## config.mk

```make
export PLATFORM = sky130hd
export DESIGN_NAME = grouped_irq_ctrl
export DESIGN_NICKNAME = d
export VERILOG_FILES = /design/src/rtl/gic_pkg.sv /design/src/rtl/gic_grp_latch.sv /design/src/rtl/gic_out_mask.sv /design/src/rtl/grouped_irq_ctrl.sv
export SDC_FILE = /design/constraint.sdc
export NUM_CORES = 1
export LEC_CHECK = 0
export BUFFER_PORTS_ARGS = -buffer_cell sky130_fd_sc_hd__buf_4
export CAP_MARGIN = 20
export CORE_ASPECT_RATIO = 0.75
export CORE_MARGIN = 2
export CORE_UTILIZATION = 45
export DETAILED_ROUTE_END_ITERATION = 6
export GPL_TIMING_DRIVEN = 0
export PLACE_DENSITY = 0.77
export SYNTH_ARGS = -nofsm -noshare
export SYNTH_HDL_FRONTEND = slang
export SYNTH_HIERARCHICAL = 1
export SYNTH_SLANG_ARGS = --single-unit
```

## constraint.sdc

```tcl
create_clock -name clk_i -period 1.2 [get_ports clk_i]
set_input_delay 0.18 -clock clk_i [delete_from_list [all_inputs] [get_ports clk_i]]
set_output_delay 0.18 -clock clk_i [all_outputs]
set_load 0.02 [all_outputs]
```

## src/rtl/gic_pkg.sv

```systemverilog
package gic_pkg;
  localparam int unsigned GIC_GRP_N = 3;
  localparam int unsigned GIC_GRP_W = 8;
  localparam int unsigned GIC_SRC_N = GIC_GRP_N * GIC_GRP_W;
endpackage

```

## src/rtl/gic_grp_latch.sv

```systemverilog
module gic_grp_latch #(
  parameter int unsigned W = 8
) (
  input  logic         clk_i,
  input  logic         rst_ni,
  input  logic [W-1:0] src_i,
  input  logic         clr_i,
  output logic [W-1:0] pend_o,
  output logic [W-1:0] level_o
);
  logic [W-1:0] src_q, pend_q, rise_w;

  assign rise_w = src_i & ~src_q;

  always_ff @(posedge clk_i or negedge rst_ni) begin
    if (!rst_ni) begin
      src_q  <= '0;
      pend_q <= '0;
    end else begin
      src_q  <= src_i;
      // new edges win over a clear in the same cycle
      pend_q <= (pend_q & ~{W{clr_i}}) | rise_w;
    end
  end

  assign pend_o  = pend_q;
  assign level_o = src_q;

  a_r1_edge_latches: assert property (@(posedge clk_i) disable iff (!rst_ni)
    (rise_w != '0) |=> ((pend_q & $past(rise_w)) == $past(rise_w)));

  a_r2_no_spurious_set: assert property (@(posedge clk_i) disable iff (!rst_ni)
    (src_i == src_q) |=> ((pend_q & ~$past(pend_q)) == '0));

  a_r6_clear_empties: assert property (@(posedge clk_i) disable iff (!rst_ni)
    (clr_i && rise_w == '0) |=> (pend_q == '0));
endmodule

```

## src/rtl/gic_out_mask.sv

```systemverilog
module gic_out_mask #(
  parameter int unsigned N = 3,
  parameter int unsigned W = 8
) (
  input  logic [N*W-1:0] pend_i,
  input  logic [N*W-1:0] src_en_i,
  input  logic [N-1:0]   grp_en_i,
  output logic           irq_no
);
  logic [N-1:0] hit_w;

  for (genvar g = 0; g < N; g++) begin : g_grp
    assign hit_w[g] = grp_en_i[g] & (|(pend_i[g*W +: W] & src_en_i[g*W +: W]));
  end

  assign irq_no = ~(|hit_w);
endmodule

```

## src/rtl/grouped_irq_ctrl.sv

```systemverilog
module grouped_irq_ctrl
  import gic_pkg::*;
#(
  parameter int unsigned GRP_N = GIC_GRP_N,
  parameter int unsigned GRP_W = GIC_GRP_W,
  localparam int unsigned SRC_N = GRP_N * GRP_W
) (
  input  logic             clk_i,
  input  logic             rst_ni,
  input  logic [SRC_N-1:0] src_i,
  input  logic [GRP_N-1:0] grp_en_i,
  input  logic [SRC_N-1:0] src_en_i,
  input  logic             rd_all_i,
  input  logic [GRP_N-1:0] rd_grp_i,
  input  logic             snap_rd_i,
  output logic [SRC_N-1:0] pend_o,
  output logic [SRC_N-1:0] status_o,
  output logic [SRC_N-1:0] snap_o,
  output logic             irq_no
);
  logic [SRC_N-1:0] pend_w;
  logic [SRC_N-1:0] snap_q;

  for (genvar g = 0; g < GRP_N; g++) begin : g_grp
    gic_grp_latch #(.W(GRP_W)) u_latch (
      .clk_i  (clk_i),
      .rst_ni (rst_ni),
      .src_i  (src_i[g*GRP_W +: GRP_W]),
      .clr_i  (rd_all_i | rd_grp_i[g]),
      .pend_o (pend_w[g*GRP_W +: GRP_W]),
      .level_o(status_o[g*GRP_W +: GRP_W])
    );

    a_r7_other_groups_kept: assert property (@(posedge clk_i) disable iff (!rst_ni)
      (!rd_all_i && !rd_grp_i[g]) |=>
        ((pend_o[g*GRP_W +: GRP_W] & $past(pend_o[g*GRP_W +: GRP_W]))
          == $past(pend_o[g*GRP_W +: GRP_W])));
  end

  gic_out_mask #(.N(GRP_N), .W(GRP_W)) u_mask (
    .pend_i  (pend_w),
    .src_en_i(src_en_i),
    .grp_en_i(grp_en_i),
    .irq_no  (irq_no)
  );

  always_ff @(posedge clk_i or negedge rst_ni) begin
    if (!rst_ni)        snap_q <= '0;
    else if (snap_rd_i) snap_q <= pend_w;
  end

  assign pend_o = pend_w;
  assign snap_o = snap_q;

  a_r3_idle_line_high: assert property (@(posedge clk_i) disable iff (!rst_ni)
    (pend_o == '0) |-> irq_no);

  a_r10_snap_keeps_pending: assert property (@(posedge clk_i) disable iff (!rst_ni)
    (snap_rd_i && !rd_all_i && rd_grp_i == '0) |=>
      ((pend_o & $past(pend_o)) == $past(pend_o)));
endmodule

```

Word-level counts from Yosys, hierarchy flattened
Index checks and enable logic that the tools add are counted.

Bitwise gates (word level): 25. Reductions and logical operators: 4.

Operator list (count): 8-bit AND (9); 8-bit NOT (6); 8-bit OR (3); 8-bit OR reduction (3); 1-bit AND (3); 1-bit OR (3); 3-bit OR reduction (1); 1-bit NOT (1).

Register bits after elaboration: 72. Input port bits: 58. Output and inout port bits: 73. Word-level logic and storage cells: 36.

Logic depth before layout (Yosys ltp)
Word-level depth: 5. Depth in mapped cells: 3. Mapped depth without buffers: 3.

By module
Netlist, hierarchy kept.

Modules (own cells, without submodules): gic_grp_latch (instances 3, cells each 41, area each 521.8 µm², sequential area each 400.4 µm²); grouped_irq_ctrl (instances 1, cells each 54, area each 1016.0 µm², sequential area each 600.6 µm²); gic_out_mask (instances 1, cells each 16, area each 123.9 µm², sequential area each 0.0 µm²).

Least setup slack after synthesis
OpenSTA, ideal clock, no wires.

Path type: flip-flop to output port. From: register g_grp[0].u_latch.pend_q[6]. To: output port irq_no. Data arrival time: 1.450 ns. Required time: 1.020 ns. Slack: -0.430 ns. Stages on the path, launching flop included: 4. Buffers on the path: 0. Path through: dfrtp_1 > a22oi_1 > nand4_1 > a222oi_1.

Word-level cells in the longest chain between the ends: 5.

Ends and longest elaborated chain: start, declared (RTL line gic_grp_latch.sv:11) `logic [W-1:0] src_q, pend_q, rise_w;`; start signal, assigned (RTL line gic_grp_latch.sv:22) `pend_q <= (pend_q & ~{W{clr_i}}) | rise_w;`; 8-bit AND (RTL line gic_out_mask.sv:13) `assign hit_w[g] = grp_en_i[g] & (|(pend_i[g*W +: W] & src_en_i[g*W +: W]));`; 8-bit OR reduction (RTL line gic_out_mask.sv:13); 1-bit AND (RTL line gic_out_mask.sv:13); 3-bit OR reduction (RTL line gic_out_mask.sv:16) `assign irq_no = ~(|hit_w);`; 1-bit NOT (RTL line gic_out_mask.sv:16); end, declared (RTL line grouped_irq_ctrl.sv:19) `output logic irq_no`.

Every way passes these cells.

Worst setup path after layout
Ends and elaborated chain as after synthesis.

==> results.md <==
* Top cells by area, synth: dfrtp_1, mux2_4, inv_1
* Die area at 6650 um^2
* Vias in the first global route at 2160
* Setup Skew at 0.00426 ns
* Post-CTS Setup Inserts at 0
* Status: finished, violations left
* Final GP Congestion at 0.740
* R2r endpoint: snap_o[21]
* Total wire length at 6.89 mm
* Post-synth top cells: dfrtp_1, inv_1, o22ai_1, mux2_4, a22oi_1
* Count leader, synth: dfrtp_1
* Worst setup margin at -0.691 ns
* Cell Chain, Critical Path: a22oi_2 -> nand4_1 -> a222oi_1 -> buf_4
* Worst hold path type: in2async
* H-tree Lvls at 3
* Finished Core Util at 72.8%
* Fmax at 0.529 GHz
* CTS tree: built
* Register area share after synthesis at 66.6%
* Syn-to-layout area delta at 56.1%
* RSZ-0062 raised after global routing: true
* Grt total ovfl at 0
* Final-report hold violation count at 63
* Fraction of layout instances using a drive strength above 1 at 51.9%
* Ant. Diodes at 0
* Core Box Area at 5800 um^2
* Min Hold Slack at -0.0288 ns
* Num rows at 24
* Worst path slowest cell: dfrtp_2
* CP Data Arrival Time at 1.71 ns
* Failing checks: hold timing, setup timing
* I/O pin cnt at 131
* Max IR drop VDD at 0.000948 V
* First-pass detailed-route iteration total at 4
* Max-cap violation count at 0
* Layout net count at 415
* Initial antenna violation count at 0
* Ratio of routed vias to standard cells at 4.72
* Cell Area, Synth at 2710 um^2
* CP peak stage delay at 0.44 ns
* Height of the die at 71.1 um
* Crit path required time at 1.02 ns
* Vias at 2075
* Starting Density at 46.7%
* Static Leakage at 0.00221 uW
* Synth Warn # at 6
* Min cycle time layout at 1.89 ns
* Mapped Nets at 251
* Top FF cell, synth: dfrtp_1
* Synthesized instance count at 193
* Max Transition Viols Final at 0
* Startpoint type of the worst setup path: flip-flop
* Mean Syn Cell Area at 14.0 um^2
* Largest net degree at the start of global routing at 73
* Number of nets with antenna violations after routing at 0
* Post-synth EDFFs at 0
* Drt wl/cell at 15.7 um
* Reg2reg start: g_grp[2].u_latch/pend_o[5]
* Fin crit share at 158%
* Area leader, netlist: dfrtp_1
* CTS Sinks at 72
* Setup CP Type: reg2out
* Power per Cell Area at 1370 nW/um^2
* Setup violators final at 1
* PortBufs at 129
* Critical path capture point type: primary output
* Yosys top cell area share at 66.6%
* Clk slew on worst S/H paths at 0.07 ns
* First-pass GRT wire length at 10.7 mm
* Synth cell types at 12
* Setup TNS at -0.691 ns
* DIE WIDTH at 93.5 um
* R2r setup slk at 0.37 ns
* Clock buffer count from CTS at 9
* Placed cells at 400
* Post-DP HPWL at 4.82 mm
* Worst r2r path cells at 1
* Root Buffer: clkbuf_8
* Actual slew at the worst max-slew pin at 0.899 ns
* Max-Slew Margin vs Limit at 40.1%
* Non-Filler Instances at 440
* DRT iter0 DRCs at 69
* Fraction of registers with async set/reset at 100%
* DRC violation count after routing at 0
* Clk buf depth at 2
* #FFs+latches synth at 72
* Maximum fanout along the worst path at 4
* Overall Global Routing Usage at 21.7%
* Clk_lat worst skew at 0.34 ns
-- routing by layer --
layer | up-vias | global-route usage (%) | wire length (um)
met5 | - | 0 | 0
met4 | 0 | 11.3 | 112
met3 | 14 | 8.63 | 525
met2 | 95 | 33.7 | 3320
met1 | 991 | 26.3 | 2930
li1 | 975 | - | -
-- power breakdown --
group	switching [uW]	internal, uW	total [uW]
clock network	852	953	1800
registers	154	2620	2780
logic	566	630	1200
-- placed cells by master (no fill, tap or decap), drive strengths merged --
cell,synthesis,final
inv,48,48
clkinv,0,3
a22oi,12,12
dlygate4sd3,0,24
clkbuf,0,12
buf,6,135
mux2,24,24
o22ai,24,24
nand4,3,3
dfrtp,72,72
or2,3,3
bufinv,0,1
a222oi,1,1
-- timing repair --
action,4_1_cts,5_1_grt
resized for setup,1,3
pin swaps,1,2
endpoints found under the hold margin,81,0
endpoints found under the setup margin,1,1
hold buffers,24,0
-- critical path, delay by kind of cell (launching register included) --
family | cells | cell delay (ns)
buffers and inverters | 1 | 0.20
AOI/OAI and AO/OA | 2 | 0.57
DFF | 1 | 0.44
and+or+nand+nor | 1 | 0.17
-- flip-flops by register name, indices dropped and copies added (netlist names) --
signal,cells
g_grp.u_latch/pend_o,24
snap_o,24
g_grp.u_latch/level_o,24
-- how the worst max path moves through the flow --
stage	slack [ns]	cells past startpoint	endpoint	start
after floorplan	-0.38	3	irq_no	g_grp[0].u_latch/pend_o[4]
after global placement	-0.42	4	irq_no	g_grp[0].u_latch/pend_o[6]
after detailed placement	-0.44	4	irq_no	g_grp[0].u_latch/pend_o[6]
after CTS	-0.75	4	irq_no	g_grp[0].u_latch/pend_o[6]
after global routing	-0.79	4	irq_no	g_grp[0].u_latch/pend_o[6]
final	-0.69	4	irq_no	g_grp[0].u_latch/pend_o[6]
-- area by class of cell --
class	count	area (um^2)
flip-flops and latches	72	1810
plain buffers	6	85.1
clock inverters	4	45.0
repair buffers	153	1210
well taps	78	97.6
fillers	408	1570
clock buffers	12	135
inverters	48	180
multi-input cells	67	658
-- per-stage QoR --
step	hold WS, ns	instance area, um^2	total power, uW	setup slack [ns]
after floorplan	-0.116	2720	3340	-0.376
after global placement	0.298	3780	3920	-0.416
after detailed placement	0.299	3780	3950	-0.439
after CTS	-0.0142	4210	5840	-0.746
after global routing	0.0398	4220	6030	-0.786
final	-0.0288	4220	5780	-0.691
-- cell families after synthesis --
logic type	count (synthesis)	share of synthesized area (%)
simple gates	6	1.39
compound gates	37	9.44
flops	72	66.6
buf+inv	54	9.81
mux	24	12.8
(Power assumes the default switching activity.)
